<file path="src/rtl/dka_pkg.sv">
package dka_pkg;

  localparam int REG_W  = 18;
  localparam int SECT_W = 4;
  localparam int SURF_W = 5;
  localparam int CYL_W  = 8;

  // field placement is fixed by the register layout seen by software
  typedef struct packed {
    logic [CYL_W-1:0]  cyl;
    logic [SURF_W-1:0] surf;
    logic              spare;
    logic [SECT_W-1:0] sect;
  } da_t;

  function automatic logic [31:0] sector_index(da_t a, logic [31:0] surfs, logic [31:0] sects);
    return ((32'(a.cyl) * surfs) + 32'(a.surf)) * sects + 32'(a.sect);
  endfunction

  function automatic logic [31:0] sectors_covering(logic [31:0] end_word, int wsh);
    logic [31:0] round;
    round = (32'd1 << wsh) - 32'd1;
    return (end_word + round) >> wsh;
  endfunction

  function automatic logic [31:0] clamp_to(logic [31:0] v, logic [31:0] lim);
    return (v > lim) ? lim : v;
  endfunction

endpackage

</file>
<file path="src/rtl/dka_field_check.sv">
module dka_field_check #(
  parameter int NSECT = 10,
  parameter int NSURF = 20,
  parameter int NCYL  = 203,
  parameter int SECT_W = 4,
  parameter int SURF_W = 5,
  parameter int CYL_W  = 8
) (
  input  logic [SECT_W-1:0] sect_i,
  input  logic [SURF_W-1:0] surf_i,
  input  logic [CYL_W-1:0]  cyl_i,
  output logic              bad_sect_o,
  output logic              bad_surf_o,
  output logic              bad_cyl_o
);
  assign bad_sect_o = 32'(sect_i) >= 32'(NSECT);
  assign bad_surf_o = 32'(surf_i) >= 32'(NSURF);
  assign bad_cyl_o  = 32'(cyl_i)  >= 32'(NCYL);
endmodule

</file>
<file path="src/rtl/dka_div_seq.sv">
module dka_div_seq #(
  parameter int DIVISOR = 200,
  parameter int DVD_W   = 16,
  parameter int QUO_W   = 9
) (
  input  logic             clk,
  input  logic             rst_n,
  input  logic             start_i,
  input  logic [DVD_W-1:0] dividend_i,
  output logic             done_o,
  output logic [QUO_W-1:0] quot_o,
  output logic [DVD_W-1:0] rem_o
);
  localparam int BI_W = (QUO_W > 1) ? $clog2(QUO_W) : 1;
  localparam int TR_W = DVD_W + QUO_W;

  logic             busy_q;
  logic [BI_W-1:0]  bit_q;
  logic [DVD_W-1:0] rem_q;
  logic [QUO_W-1:0] quot_q;
  logic [TR_W-1:0]  trial;
  logic             take;

  assign trial = TR_W'(DIVISOR) << bit_q;
  assign take  = TR_W'(rem_q) >= trial;

  always_ff @(posedge clk) begin
    if (!rst_n) begin
      busy_q <= 1'b0;
      bit_q  <= '0;
      rem_q  <= '0;
      quot_q <= '0;
      done_o <= 1'b0;
    end else begin
      done_o <= 1'b0;
      if (start_i && !busy_q) begin
        busy_q <= 1'b1;
        bit_q  <= BI_W'(QUO_W - 1);
        rem_q  <= dividend_i;
        quot_q <= '0;
      end else if (busy_q) begin
        if (take) begin
          rem_q         <= DVD_W'(TR_W'(rem_q) - trial);
          quot_q[bit_q] <= 1'b1;
        end
        if (bit_q == '0) begin
          busy_q <= 1'b0;
          done_o <= 1'b1;
        end else begin
          bit_q <= bit_q - 1'b1;
        end
      end
    end
  end

  assign quot_o = quot_q;
  assign rem_o  = rem_q;

  // the remainder left by the divider is always a proper remainder
  assert_div_rem_R5: assert property (@(posedge clk) disable iff (!rst_n)
    done_o |-> (32'(rem_q) < 32'(DIVISOR)));

  // a result appears only after a run that was started
  assert_div_done_after_busy_R5: assert property (@(posedge clk) disable iff (!rst_n)
    done_o |-> $past(busy_q));
endmodule

</file>
<file path="src/rtl/dka_addr_track.sv">
module dka_addr_track import dka_pkg::*; #(
  parameter int WORDS_PER_SECT = 256,
  parameter int SECTS_PER_SURF = 10,
  parameter int SURFS_PER_CYL  = 20,
  parameter int NUM_CYL        = 203,
  parameter int NWORD_W        = 18,
  parameter int ADDR_OUT_W     = 24
) (
  input  logic                  clk,
  input  logic                  rst_n,
  input  logic                  load_valid,
  input  logic [REG_W-1:0]      load_data,
  input  logic                  start_valid,
  input  logic                  xfer_valid,
  input  logic [NWORD_W-1:0]    xfer_words,
  output logic [REG_W-1:0]      addr_reg,
  output logic [ADDR_OUT_W-1:0] word_addr,
  output logic                  err_sect,
  output logic                  err_surf,
  output logic                  err_cyl,
  output logic                  eop,
  output logic                  adv_done
);
  localparam int WSH           = $clog2(WORDS_PER_SECT);
  localparam int SECTS_PER_CYL = SECTS_PER_SURF * SURFS_PER_CYL;
  localparam int DRIVE_WORDS   = NUM_CYL * SECTS_PER_CYL * WORDS_PER_SECT;
  localparam int MAX_IDX       = (((2**CYL_W) - 1) * SURFS_PER_CYL + (2**SURF_W) - 1)
                                 * SECTS_PER_SURF + (2**SECT_W);
  localparam int IDX_W         = $clog2(MAX_IDX + 1);
  localparam int QUO_W         = $clog2(MAX_IDX / SECTS_PER_CYL + 1);
  localparam logic [31:0] DRIVE_U    = 32'(DRIVE_WORDS);
  localparam logic [31:0] LAST_CYL_U = 32'(NUM_CYL - 1);

  da_t cur_q;
  logic adv_active_q, eop_hold_q, adv_done_q, eop_q;
  logic err_sect_q, err_surf_q, err_cyl_q;

  // strobe arbitration: load > transfer > start, all dropped while advancing
  logic idle, load_fire, xfer_fire, start_fire, chk_fire;
  assign idle       = !adv_active_q;
  assign load_fire  = idle && load_valid;
  assign xfer_fire  = idle && xfer_valid && !load_valid;
  assign start_fire = idle && start_valid && !load_valid && !xfer_valid;
  assign chk_fire   = load_fire || start_fire;

  // range check on whichever value the accepted strobe refers to
  da_t chk_src;
  logic bad_sect, bad_surf, bad_cyl;
  assign chk_src = load_valid ? da_t'(load_data) : cur_q;

  dka_field_check #(
    .NSECT(SECTS_PER_SURF), .NSURF(SURFS_PER_CYL), .NCYL(NUM_CYL),
    .SECT_W(SECT_W), .SURF_W(SURF_W), .CYL_W(CYL_W)
  ) u_check (
    .sect_i(chk_src.sect), .surf_i(chk_src.surf), .cyl_i(chk_src.cyl),
    .bad_sect_o(bad_sect), .bad_surf_o(bad_surf), .bad_cyl_o(bad_cyl)
  );

  // linear position of the current register
  logic [31:0] wa_full;
  assign wa_full   = sector_index(cur_q, 32'(SURFS_PER_CYL), 32'(SECTS_PER_SURF)) << WSH;
  assign word_addr = ADDR_OUT_W'(wa_full);

  // end of transfer, clipped to the pack, rounded up to whole sectors
  logic [31:0] end_raw, end_lim;
  logic past_end;
  logic [IDX_W-1:0] idx_n;
  assign end_raw  = wa_full + 32'(xfer_words);
  assign past_end = end_raw > DRIVE_U;
  assign end_lim  = !past_end ? end_raw : ((wa_full > DRIVE_U) ? wa_full : DRIVE_U);
  assign idx_n    = IDX_W'(sectors_covering(end_lim, WSH));

  logic div_done;
  logic [QUO_W-1:0] div_quot;
  logic [IDX_W-1:0] div_rem;

  dka_div_seq #(.DIVISOR(SECTS_PER_CYL), .DVD_W(IDX_W), .QUO_W(QUO_W)) u_div (
    .clk(clk), .rst_n(rst_n), .start_i(xfer_fire), .dividend_i(idx_n),
    .done_o(div_done), .quot_o(div_quot), .rem_o(div_rem)
  );

  // re-split the divider result into register fields
  da_t adv_next;
  always_comb begin
    adv_next       = '0;
    adv_next.cyl   = CYL_W'(clamp_to(32'(div_quot), LAST_CYL_U));
    adv_next.surf  = SURF_W'(32'(div_rem) / 32'(SECTS_PER_SURF));
    adv_next.sect  = SECT_W'(32'(div_rem) % 32'(SECTS_PER_SURF));
  end

  always_ff @(posedge clk) begin
    if (!rst_n) begin
      cur_q        <= '0;
      adv_active_q <= 1'b0;
      eop_hold_q   <= 1'b0;
      adv_done_q   <= 1'b0;
      eop_q        <= 1'b0;
      err_sect_q   <= 1'b0;
      err_surf_q   <= 1'b0;
      err_cyl_q    <= 1'b0;
    end else begin
      adv_done_q <= 1'b0;
      eop_q      <= 1'b0;
      err_sect_q <= chk_fire && bad_sect;
      err_surf_q <= chk_fire && bad_surf;
      err_cyl_q  <= chk_fire && bad_cyl;
      if (load_fire) cur_q <= da_t'(load_data);
      if (xfer_fire) begin
        adv_active_q <= 1'b1;
        eop_hold_q   <= past_end;
      end
      if (div_done && adv_active_q) begin
        cur_q        <= adv_next;
        adv_active_q <= 1'b0;
        adv_done_q   <= 1'b1;
        eop_q        <= eop_hold_q;
      end
    end
  end

  assign addr_reg = cur_q;
  assign adv_done = adv_done_q;
  assign eop      = eop_q;
  assign err_sect = err_sect_q;
  assign err_surf = err_surf_q;
  assign err_cyl  = err_cyl_q;

  // clamped cylinder and cleared spare bit after every advance
  assert_cyl_clamp_R6: assert property (@(posedge clk) disable iff (!rst_n)
    adv_done |-> (32'(addr_reg[17:10]) <= LAST_CYL_U));
  assert_spare_clear_R6: assert property (@(posedge clk) disable iff (!rst_n)
    adv_done |-> (addr_reg[4] == 1'b0));

  // surface and sector written by an advance are in range
  assert_fields_in_range_R5: assert property (@(posedge clk) disable iff (!rst_n)
    adv_done |-> ((32'(addr_reg[3:0]) < 32'(SECTS_PER_SURF)) &&
                  (32'(addr_reg[9:5]) < 32'(SURFS_PER_CYL))));

  // an error pulse always follows an accepted load or start check
  assert_err_source_R3: assert property (@(posedge clk) disable iff (!rst_n)
    (err_sect || err_surf || err_cyl) |-> $past(chk_fire));

  // end-of-pack only ever accompanies done
  assert_eop_with_done_R7: assert property (@(posedge clk) disable iff (!rst_n)
    eop |-> adv_done);

  // the register holds while an advance is pending
  assert_hold_while_busy_R8: assert property (@(posedge clk) disable iff (!rst_n)
    (adv_active_q && !div_done) |=> $stable(addr_reg));
endmodule

</file>
<file path="config.mk">
export PLATFORM = sky130hd
export DESIGN_NAME = dka_addr_track
export DESIGN_NICKNAME = d
export VERILOG_FILES = /design/src/rtl/dka_pkg.sv /design/src/rtl/dka_field_check.sv /design/src/rtl/dka_div_seq.sv /design/src/rtl/dka_addr_track.sv
export SDC_FILE = /design/constraint.sdc
export NUM_CORES = 1
export LEC_CHECK = 0
export BUFFER_PORTS_ARGS = -buffer_cell sky130_fd_sc_hd__buf_2
export CAP_MARGIN = 25
export CORE_ASPECT_RATIO = 0.5
export CORE_MARGIN = 4
export CORE_UTILIZATION = 57
export DETAILED_ROUTE_END_ITERATION = 8
export PLACE_DENSITY = 0.77
export SLEW_MARGIN = 25
export SYNTH_ARGS = -nofsm -noshare
export SYNTH_HDL_FRONTEND = slang
export SYNTH_SLANG_ARGS = --single-unit
</file>
<file path="constraint.sdc">
create_clock -name clk -period 16.9 [get_ports clk]
set_input_delay 1.69 -clock clk [delete_from_list [all_inputs] [get_ports clk]]
set_output_delay 1.69 -clock clk [all_outputs]
set_load 0.1 [all_outputs]
</file>
# Word-level counts from Yosys, hierarchy flattened
# Index checks and enable logic that the tools add are counted.
dict set report classes {
  addsub 6
  multipliers 2
  n_div 2
  order_cmp 9
  eq_ne 1
  shifts 1
  n_mux 19
  bitwise 4
  reduce_logical 29
}
# operator count
set op_table {}
lappend op_table {{two-way mux 18 bit} 3}
lappend op_table {{two-way mux 16 bit} 3}
lappend op_table {{two-way mux 24 bit} 2}
lappend op_table {{divider 16 x 4 -> 32 bit (second input constant)} 1}
lappend op_table {{remainder unit 16 x 4 -> 32 bit (second input constant)} 1}
lappend op_table {{adder 27 x 18 -> 28 bit} 1}
lappend op_table {{greater-than comparator 28 x 24 -> 1 bit (second input constant)} 1}
lappend op_table {{greater-than comparator 27 x 24 -> 1 bit (second input constant)} 1}
lappend op_table {{greater-or-equal comparator 16 x 25 -> 1 bit} 1}
lappend op_table {{left shift 8 x 4 -> 25 bit (first input constant)} 1}
lappend op_table {{adder 24 x 8 -> 24 bit (second input constant)} 1}
lappend op_table {{adder 18 x 4 -> 19 bit} 1}
lappend op_table {{multiplier 14 x 3 -> 17 bit (second input constant)} 1}
lappend op_table {{subtractor 16 bit} 1}
lappend op_table {{adder 13 x 5 -> 14 bit} 1}
lappend op_table {{logical AND 1 bit} 12}
lappend op_table {{two-way mux 4 bit} 3}
lappend op_table {{multiplier 8 x 3 -> 11 bit (second input constant)} 1}
lappend op_table {{AND reduction 2 bit} 5}
lappend op_table {{greater-than comparator 9 x 8 -> 1 bit (second input constant)} 1}
lappend op_table {{OR 9 bit} 1}
lappend op_table {{greater-or-equal comparator 8 bit (second input constant)} 1}
lappend op_table {{two-way mux 8 bit} 1}
lappend op_table {{two-way mux 1 bit} 6}
lappend op_table {{other kinds (14)} 22}
dict set report word_totals {
  ff_bits 56
  latchBits 0
  ram_bits 0
  romBits 0
  inputBits 41
  out_inout_bits 47
  mem_count 0
}

# Longest topological paths before layout
# Gate-level depths: netlist of run 1.
dict set report logic_depth {
  ltp_word 9
  depth_mapped 36
}

# Modules after synthesis
# From an unflattened synthesis of run 1, not the netlist that was laid out.
dict set report hier_totals {
  cells_unflattened 1278
  hier_area_um2 9322.7
}
# mod instances cells_per_inst area_per_inst_um2
set by_module_without_submodules {}
lappend by_module_without_submodules {dka_addr_track 1 1029 7307.0}
lappend by_module_without_submodules {dka_div_seq 1 243 1974.4}
lappend by_module_without_submodules {dka_field_check 1 6 41.3}

# Worst setup path after synthesis of run 1
# Ideal clock, no wire load.
dict set report synth_path {
  path_type {register to register}
  from {register cur_q (netlist bit addr_reg[11])}
  to {register u_div.rem_q[15], in the netlist u_div.rem_o[15]}
  arrival_ps 8489
  required_ps 16814
  setup_slack_ps 8326
  stages_incl_launch_ff 32
  path_buffers 0
  synth_period_minus_slack_ps 8574
  path_cell_list {dfxtp_1 -> ha_1 -> ha_1 -> inv_1 -> fa_1 -> nor3b_1 -> xnor2_1 -> ha_1 -> ha_1 -> xor2_1 -> xnor2_1 -> ha_1 -> nor2b_1 -> o21ai_0 -> nor2b_1 -> nand2_1 -> o21ai_0 -> nand2_1 -> o31ai_1 -> o2111ai_1 -> a21oi_1 -> o21ai_0 -> nand4_1 -> inv_1 -> a21oi_1 -> nor2_1 -> a21oi_1 -> and3_1 -> nand2_1 -> o21ai_0 -> nor2_1 -> a211oi_1}
}
dict set report synth_via {
  elab_chain_len 9
  elab_cells_between_ends 11
}
# element line_no
set synth_rtl {}
lappend synth_rtl {{from (decl)} dka_addr_track.sv:34} ;# da_t cur_q;
lappend synth_rtl {{from (signal assigned)} dka_addr_track.sv:107} ;# if (load_fire) cur_q <= da_t'(load_data);
lappend synth_rtl {{from (signal assigned)} dka_addr_track.sv:113} ;# cur_q <= adv_next;
lappend synth_rtl {{multiplier 8 x 3 -> 11 bit *} dka_pkg.sv:17} ;# return ((32'(a.cyl) * surfs) + 32'(a.surf)) * sects + 32'(a.sect);
lappend synth_rtl {{adder 13 x 5 -> 14 bit *} dka_pkg.sv:17}
lappend synth_rtl {{multiplier 14 x 3 -> 17 bit *} dka_pkg.sv:17}
lappend synth_rtl {{adder 18 x 4 -> 19 bit *} dka_pkg.sv:17}
lappend synth_rtl {{named net word_addr[16]} dka_addr_track.sv:17} ;# output logic [ADDR_OUT_W-1:0] word_addr,
lappend synth_rtl {{adder 27 x 18 -> 28 bit / greater-than comparator 27 x 24 -> 1 bit (equally long branches)} {dka_addr_track.sv:68, dka_addr_track.sv:70}}
lappend synth_rtl {{greater-than comparator 28 x 24 -> 1 bit / two-way mux 24 bit (equally long branches)} {dka_addr_track.sv:69, dka_addr_track.sv:70}}
lappend synth_rtl {{two-way mux 24 bit *} dka_addr_track.sv:70} ;# assign end_lim = !past_end ? end_raw : ((wa_full > DRIVE_U) ? wa_full : DRIVE_U);
lappend synth_rtl {{adder 24 x 8 -> 24 bit *} dka_pkg.sv:23} ;# return (end_word + round) >> wsh;
lappend synth_rtl {{two-way mux 16 bit *} dka_div_seq.sv:36} ;# if (start_i && !busy_q) begin
lappend synth_rtl {{to (signal assigned)} dka_div_seq.sv:39} ;# rem_q <= dividend_i;
lappend synth_rtl {{to (signal assigned)} dka_div_seq.sv:43} ;# rem_q <= DVD_W'(TR_W'(rem_q) - trial);
lappend synth_rtl {{to (decl)} dka_div_seq.sv:19} ;# logic [DVD_W-1:0] rem_q;
# The timed path passes the listed nets; every way through them passes the cells marked *.
# A chain may end at the register's enable or synchronous reset.

# Worst setup path in the final report of run 1
dict set report layout_path {
  from {register u_div.rem_q[13], in the netlist u_div.rem_o[13]}
  to {register cur_q (netlist bit addr_reg[3])}
}
dict set report layout_via {
  elab_chain_len 2
}
# element line_no
set layout_rtl {}
lappend layout_rtl {{remainder unit 16 x 4 -> 32 bit} dka_addr_track.sv:88} ;# adv_next.sect = SECT_W'(32'(div_rem) % 32'(SECTS_PER_SURF));
lappend layout_rtl {{two-way mux 18 bit} dka_addr_track.sv:112} ;# if (div_done && adv_active_q) begin
# No other way between the ends.

==> results of run 1 <==
## layer usage
layer | up-vias | track usage [%] | routed length [um]
met5 | - | 0 | 7
met4 | 2 | 5.35 | 309
met3 | 35 | 6.03 | 2430
met2 | 391 | 43.1 | 11600
met1 | 4692 | 40.2 | 12600
li1 | 4900 | - | -
## stage by stage
stage / hold WS, ns / cells / worst slack (ns) / util [%] / area, um2
after global routing: 0.536 / 1561 / 5.49 / 61.8 / 10100
after global placement: 0.480 / 1552 / 6.81 / 60.9 / 9970
final: 0.506 / 1561 / 6.12 / 61.8 / 10100
after CTS: 0.505 / 1560 / 6.39 / 61.8 / 10100
after detailed placement: 0.489 / 1552 / 6.42 / 60.9 / 9970
after floorplan: 0.453 / 1309 / 8.33 / - / 9590
## cells in the mapped netlist (all sizes together) (8+ instances only)
cell type  number  area (um2)
mux2i          24         253
xnor2          65         611
a22oi          18         140
xor2           32         280
o211a           9         105
nand3          46         235
or3            13        91.3
nand4           9        56.3
o31ai           9        77.6
and3           14        92.6
o21bai         19         143
nor2b          13        88.8
o211ai         14         105
buf            30         211
o22ai          13         100
a31oi          11        68.8
nor2          134         518
and2           18         113
clkbuf         42         158
a21o           30         225
a211o          10        87.6
dfxtp          56        1120
a211oi         32         253
a311oi          8        70.1
o2111ai         8        70.1
nand2          98         368
o21ai          75         409
a21oi          98         498
o21a           14         105
nor3           39         218
inv            53         199
ha             71         888
nor4           14         139
or2            17         106
nand2b         20         133
## area by class of cell
| cell class | instances | area share [%] |
|---|---|---|
| Multi-Input combinational cell | 1125 | 78.0 |
| Sequential cell | 56 | 11.1 |
| Timing Repair Buffer | 88 | 4.57 |
| Tap cell | 227 | 2.80 |
| Inverter | 56 | 2.07 |
| Clock buffer | 5 | 1.23 |
| Clock inverter | 3 | 0.272 |
| Antenna cell | 1 | 0.0247 |
## cells by family (layout without fill, tap and decap cells)
group	count (synthesis)	after routing	synth area share (%)
AO/OA/AOI/OAI	441	441	33.2
adder cells (fa/ha/maj)	81	81	10.9
multiplexers	31	31	3.51
flip-flops	56	56	11.7
buffers and inverters	128	152	6.06
AND/OR/NAND/NOR	466	466	25.3
XOR/XNOR	97	97	9.32
other	1	10	0.0392
## critical path, delay by kind of cell, from the launching register on
family | cells | cell delay [ns]
and+or+nand+nor | 14 | 4.33
AOI/OAI and AO/OA | 10 | 2.74
DFF | 1 | 0.85
adders and majority gates | 1 | 0.39
xor gates and xnor gates | 2 | 1.29
muxes | 3 | 1.04
## final timing paths
path                            cells after the start          end  slack (ns)
worst max register to register                     30  addr_reg[3]        6.12
worst min register to register                      2   eop_hold_q        0.51
worst min-delay path                                2   eop_hold_q        0.51
worst max-delay path                               30  addr_reg[3]        6.12
==> reports/results.ini, run 1 <==
[hold_path]
min_path_type=flip-flop to flip-flop
worstHoldStart=eop_hold_q

[detailed_routing]
vias_per_cell=6.42
drt_iter0_markers=915
wl_per_cell_um=17.3
antenna_left=0
drt_pass1_iterations=5
wl_um=27000
drc_errors=0
vias=10000

[critical_path]
critical_path_class=flip-flop to flip-flop
crit_slowest_cell=dfxtp_1
critPathLaunchType=flip-flop
cp-end-kind=flip-flop
cp.required_ns=17.10
crit_start=u_div.rem_o[13]
timing.rr.start=u_div.rem_o[13]
arrival_ns=10.98
cpPeakStageDelay_ns=0.85
path_max_fanout=25

[cells_and_area]
largest_reg_flops=18
areaGrowthSynthToFinish_pct=5.98
ff_latch_area_mm2=0.00112
layout-drive-gt1-share_pct=12.8
multiInputGateArea_mm2=0.00790
final_cell_mix=131 x nor2_1, 98 x nand2_1, 96 x a21oi_1
mostFrequentLayoutCell=nor2_1
nNetsFinal=1449
nFillCells=1490

[yosys]
synth_ff_type=dfxtp_1
syn-cell-area_mm2=0.00956
ys_seq_area_share_pct=11.7
yosysUniqueCellTypes=115
ys_warn_count=0
synth-seq-cells=56
ys_async_sr_fraction_pct=0
synth_edf_count=0
synth_area_per_cell_um2=7.35
syn_inst=1301

[floorplanning]
start_util_pct=58.3
pin_count=88
die_w_um=191
core_mm2=0.0164
dieArea_mm2=0.0190
die-height_um=99.6
placementRows=33

[sta]
fin_skew_ns=0.0103
slew_viol_final=0
timing.setup.tns_ns=0
slew_headroom_pct=33.8
period_minus_slack_ns=10.78
setup_viol=0
max_freq_mhz=92.8
rsz0062_at_grt=false
post-route-period-util_pct=63.8
worstMarginPinSlew_ns=0.985
finalHoldViolCount=0

[clock_network]
holdBufCountCts=0
cts_inserted_buffers=5
clkTransAtPathRegs_ns=0.08
post-cts-setup-buffers=0
cts_tree=built
htreeDepth=2
ctsResizeCount=0
root_buffer=clkbuf_16
clock_sink_count=56
clockBufferDepth=2
clk_latency_ns=0.30

[grt]
grt_overflow=0
grt_pass1_vias=9309
antenna_found_initial=2
grt_max_degree=30
grtUsageTotal_pct=27.9
grt_pass1_wl_um=45300

[status]
status=completed

[placement]
place.gp.congestion=0.972
post-dp-hpwl_um=21000
placement.io_buffers=79

[job]
maxCapViolCount=0

Power of run 1 is left out: the tool's default activity adds up to more than one toggle a clock period on the data nets, which glitch-free logic cannot reach.
==> inputs of run 2 (changes only) <==
--- a/config.mk
+++ b/config.mk
@@ -9,9 +9,9 @@
 export CAP_MARGIN = 25
 export CORE_ASPECT_RATIO = 0.5
 export CORE_MARGIN = 4
-export CORE_UTILIZATION = 57
+export CORE_UTILIZATION = 56
 export DETAILED_ROUTE_END_ITERATION = 8
-export PLACE_DENSITY = 0.77
+export PLACE_DENSITY = 0.79
 export SLEW_MARGIN = 25
 export SYNTH_ARGS = -nofsm -noshare
 export SYNTH_HDL_FRONTEND = slang
==> constraint.sdc (replaced) <==
create_clock -name clk -period 9.7 [get_ports clk]
set_input_delay 0.97 -clock clk [delete_from_list [all_inputs] [get_ports clk]]
set_output_delay 0.97 -clock clk [all_outputs]
set_load 0.1 [all_outputs]
==> run 2 against run 1 <==
Compared with the run above:
- sequential share of layout area down 0.27 points
- worst hold slack worse by 0.010 ns
- flip-flop and latch count unchanged
- via count up 1.9%
- critical path depth up 1
- core utilization up 0.89 points
- die area up 1.7%
==> reports/results.ini, run 2 (synthesis gave the netlist of run 1 again) <==
[clock_network]
clockBufferDepth=2
clock_sink_count=56
cts_inserted_buffers=5
clk_latency_ns=0.30
root_buffer=clkbuf_16
cts_tree=built
htreeDepth=2
clkTransAtPathRegs_ns=0.08

[detailed_routing]
drc_errors=0
vias_per_cell=6.46
dr_wl_met2_um=12500
vias=10200
wl_met3_um=2380
antenna_left=0
drt_pass1_iterations=5
wl_met1_um=12700
drt_iter0_markers=962
wl_per_cell_um=17.7
wl_um=27900
routed.top_layer=met5

[sta]
setup_ws_ns=0.467
slew_headroom_pct=45.5
rsz0062_at_grt=false
holdWs_ns=0.495
worstMarginPinSlew_ns=0.816
setup_viol=0
slew_viol_final=0
fin_skew_ns=0.0125
period_minus_slack_ns=9.23
max_freq_mhz=108
finalHoldViolCount=0
post-route-period-util_pct=95.2
timing.setup.tns_ns=0

[critical_path]
cpMostUsedCell=or2_1
arrival_ns=9.42
cp.required_ns=9.89
cpPeakStageDelay_ns=0.59
critPathLaunchType=flip-flop
crit_slowest_cell=or4b_1
cp_top_family=simple AND/OR/NAND/NOR gates
cp-end-kind=flip-flop
path_max_fanout=13
critical_path_class=flip-flop to flip-flop
critPathBufInv=1

[grt]
grt_pass1_vias=9475
antenna_found_initial=1
grt_max_degree=40
grt_pass1_wl_um=46400
grt_overflow=0
grtUsageTotal_pct=28.5

[cells_and_area]
largest_reg_flops=18
antennaDiodeCount=0
mostFrequentLayoutCell=nor2_1
utilization_pct=62.7
nNetsFinal=1470
layout-drive-gt1-share_pct=15.3
final_cell_mix=130 x nor2_1, 98 x nand2_1, 94 x a21oi_1
areaGrowthSynthToFinish_pct=8.59

[placement]
place.gp.congestion=0.998
placement.io_buffers=79
post-dp-hpwl_um=21900
dp_slack_ns=0.150

[job]
maxCapViolCount=0

[floorplanning]
placementRows=33
pin_count=88
die_w_um=193
core_mm2=0.0166
start_util_pct=57.7
die-height_um=100
dieArea_mm2=0.0194

[status]
status=completed

[hold_path]
min_path_type=flip-flop to flip-flop

-- run 2: repair_timing --
| action | 4_1_cts | 5_1_grt |
|---|---|---|
| buffers inserted | 0 | 4 |
| resized for setup | 0 | 17 |
| endpoints found under the setup margin | 0 | 5 |
| hold buffers | 0 | 0 |
-- run 2: worst reg2reg max path, delay by kind of cell (launching register included) --
family / cells / cell delay [ns]
mux: 4 / 1.29
fa+ha+maj: 1 / 0.49
flops: 1 / 0.31
xor+xnor: 1 / 0.12
buf+inv: 1 / 0.17
compound gates: 12 / 2.96
simple gates: 12 / 3.77
-- run 2: final timing paths --
check                       start           to  slack, ns  cells after the start
setup / recovery  u_div.rem_o[13]  addr_reg[1]       0.47                     31
hold / removal         eop_hold_q          eop       0.50                      1
setup reg to reg  u_div.rem_o[13]  addr_reg[1]       0.47                     31
hold reg to reg        eop_hold_q          eop       0.50                      1
-- run 2: metal layers --
layer  up-vias  global-route usage (%)
met5         -                       0
met1      4810                    40.9
met4         2                    3.61
met2       419                    46.8
met3        32                    4.10
li1       4946                       -
-- run 2: area by class of cell --
| cell class | count | area (um2) |
|---|---|---|
| repair buffers | 109 | 621 |
| clock inverters | 3 | 26.3 |
| fillers | 1470 | 6180 |
| flip-flops and latches | 56 | 1120 |
| inverters | 56 | 210 |
| well taps | 227 | 284 |
| multi-input cells | 1125 | 7990 |
| clock buffers | 5 | 125 |
-- run 2: per-stage QoR --
stage / std cells / cell area, um2
2_1_floorplan: 1309 / 9590
3_3_place_gp: 1569 / 10100
5_1_grt: 1581 / 10400
3_5_place_dp: 1569 / 10100
4_1_cts: 1577 / 10300
6_report: 1581 / 10400
Power of run 2 is left out for the same reason.
==> inputs of run 3 (changes only) <==
--- a/config.mk
+++ b/config.mk
@@ -5,9 +5,10 @@
 export SDC_FILE = /design/constraint.sdc
 export NUM_CORES = 1
 export LEC_CHECK = 0
+export ABC_AREA = 1
 export BUFFER_PORTS_ARGS = -buffer_cell sky130_fd_sc_hd__buf_2
 export CAP_MARGIN = 25
-export CORE_ASPECT_RATIO = 0.5
+export CORE_ASPECT_RATIO = 2
 export CORE_MARGIN = 4
 export CORE_UTILIZATION = 56
 export DETAILED_ROUTE_END_ITERATION = 8
==> run 3 against run 2 <==
Compared with the run above:
- register-to-register slack better by 0.11 ns
- area after synthesis decreased by 1.2%
- critical endpoint is now addr_reg[3]
- core utilization rose by 2.3 points
- critical path type unchanged
- cell count grew 19%
- via count is 4.9% higher
- clock skew shrank 0.0017 ns
==> reports/results.ini, run 3 <==
[yosys]
synth_common_cells=414 x nand2_1, 244 x inv_1, 129 x nand3_1, 129 x nor2_1, 71 x ha_1
syn_inst=1581
synthTopCellsByArea=nand2_1 16%, dfxtp_1 12%, inv_1 9.7%
synth.top_cell.area_share_pct=16.5
ys_async_sr_fraction_pct=0
syn-cell-area_mm2=0.00944
synth-seq-cells=56
synth.most_common_cell=nand2_1
synth_ff_type=dfxtp_1
yosysUniqueCellTypes=60
synth_area_per_cell_um2=5.97
ys_seq_area_share_pct=11.9
ys_warn_count=0
yosysTopAreaCell=nand2_1
synth_edf_count=0

[cells_and_area]
final_cell_mix=391 x nand2_1, 244 x inv_1, 124 x nor2_1
fin_cells=1888
areaGrowthSynthToFinish_pct=13.1
layout-drive-gt1-share_pct=18.9
nNetsFinal=1800
mostFrequentLayoutCell=nand2_1
largest_reg_flops=18
antennaDiodeCount=0

[clock_network]
holdBufCountCts=0
htreeDepth=2
clock_sink_count=56
clkTransAtPathRegs_ns=0.08
cts_tree=built
clockBufferDepth=2
clk_latency_ns=0.31
cts_inserted_buffers=5
root_buffer=clkbuf_16

[sta]
slew_headroom_pct=29.6
worstMarginPinSlew_ns=1.05
period_minus_slack_ns=9.13
rsz0062_at_grt=true
post-route-period-util_pct=94.1
slew_viol_final=0
fin_skew_ns=0.0108
setup_viol=0
finalHoldViolCount=0
max_freq_mhz=110

[critical_path]
critPathLaunchType=flip-flop
path_max_fanout=11
critical_path_class=flip-flop to flip-flop
timing.rr.start=u_div.rem_o[13]
cp.required_ns=9.91
cp-end-kind=flip-flop
r2r-end=addr_reg[3]
crit_slowest_cell=dfxtp_2
ff2ff_path_depth=67
reg2reg_slack_ns=0.57
cpMostUsedCell=nand2_1
arrival_ns=9.34
cpPeakStageDelay_ns=0.37

[detailed_routing]
wl_per_cell_um=15.7
antenna_left=0
wl_um=29700
drt_iter0_markers=563
vias=10700
drt_pass1_iterations=5
drc_errors=0
vias_per_cell=5.67

[job]
maxCapViolCount=0

[grt]
grt-busiest-layer=met2
gr-usage-met3_pct=2.51
grt_pass1_vias=10300
grtUsageTotal_pct=29.7
use_met1_pct=26.7
grt_max_degree=31
met2_usage_pct=61.3
antenna_found_initial=0
grt_overflow=0
grt_pass1_wl_um=46600

[floorplanning]
core_mm2=0.0164
dieArea_mm2=0.0191
die-height_um=192
die_w_um=99.8
pin_count=88
placementRows=66
start_util_pct=57.5

[placement]
dp_cells=1842
place.gp.congestion=0.963
post-dp-hpwl_um=23800
placement.io_buffers=79

[hold_path]
hold_depth=2
min_to=addr_reg[4]
worstHoldStart=addr_reg[4]
min_path_type=flip-flop to flip-flop

[status]
status=completed

-- run 3: cell types whose count changed after synthesis, moves of 42 or more --
cell,change
nand3_1,+84
nand2_1,+316
nand4_1,+45
xnor2_1,-42
nand2_2,+46
inv_1,+193
-- run 3: cell families after synthesis --
group	Yosys count	share of synthesized area, %
AOI/OAI and AO/OA	207	12.9
xor gates and xnor gates	61	5.66
adders and majority gates	76	10.5
buffers and inverters	311	13.7
DFF	56	11.9
other	1	0.0397
and+or+nand+nor	869	45.4
-- run 3: worst max-delay path by stage --
| stage | start | to | slack (ns) | cells after the start |
|---|---|---|---|---|
| global route | u_div.rem_o[13] | addr_reg[1] | -0.16 | 71 |
| CTS | u_div.rem_o[13] | addr_reg[1] | 0.30 | 65 |
| floorplan | addr_reg[11] | u_div.rem_o[15] | 0.39 | 54 |
| detailed placement | u_div.rem_o[13] | addr_reg[1] | 0.32 | 65 |
| global placement | u_div.rem_o[13] | addr_reg[1] | 0.64 | 65 |
| finish | u_div.rem_o[13] | addr_reg[3] | 0.57 | 67 |
-- run 3: routing by layer --
metal,vias to the layer above,share of wire (%)
met2,321,57
met1,4921,33
li1,5330,-
met4,0,6.5
met5,-,0
met3,135,3.5
-- run 3: worst max-delay path, delay by kind of cell, from the launching register on --
kind	cells	cell delay, ns
flip-flops	1	0.37
adder cells (fa/ha/maj)	1	0.30
buffers and inverters	10	1.27
AND/OR/NAND/NOR	54	6.67
AO/OA/AOI/OAI	2	0.43
-- run 3: metrics by stage --
| stage | setup TNS (ns) | utilization, % | cell area (um2) | setup slack [ns] | hold WS, ns |
|---|---|---|---|---|---|
| 3_3_place_gp | 0 | 60.3 | 9910 | 0.639 | 0.452 |
| 6_report | 0 | 65.0 | 10700 | 0.572 | 0.472 |
| 4_1_cts | 0 | 61.3 | 10100 | 0.302 | 0.475 |
| 2_1_floorplan | 0 | - | 9470 | 0.391 | 0.424 |
| 3_5_place_dp | 0 | 60.3 | 9910 | 0.325 | 0.462 |
| 5_1_grt | -0.464 | 65.0 | 10700 | -0.162 | 0.511 |
-- run 3: cell type report --
type / count / area, um2
clock buffers: 5 / 125
multi-input cells: 1227 / 7400
fillers: 1611 / 5750
repair buffers: 119 / 713
well taps: 204 / 255
clock inverters: 3 / 26.3
inverters: 274 / 1030
flip-flops and latches: 56 / 1120
-- run 3: timing repair --
item                                    in CTS  in global routing
resized for setup                            0                 76
endpoints found under the setup margin       0                  7
buffers inserted                             0                 33
Power of run 3 is left out for the same reason.
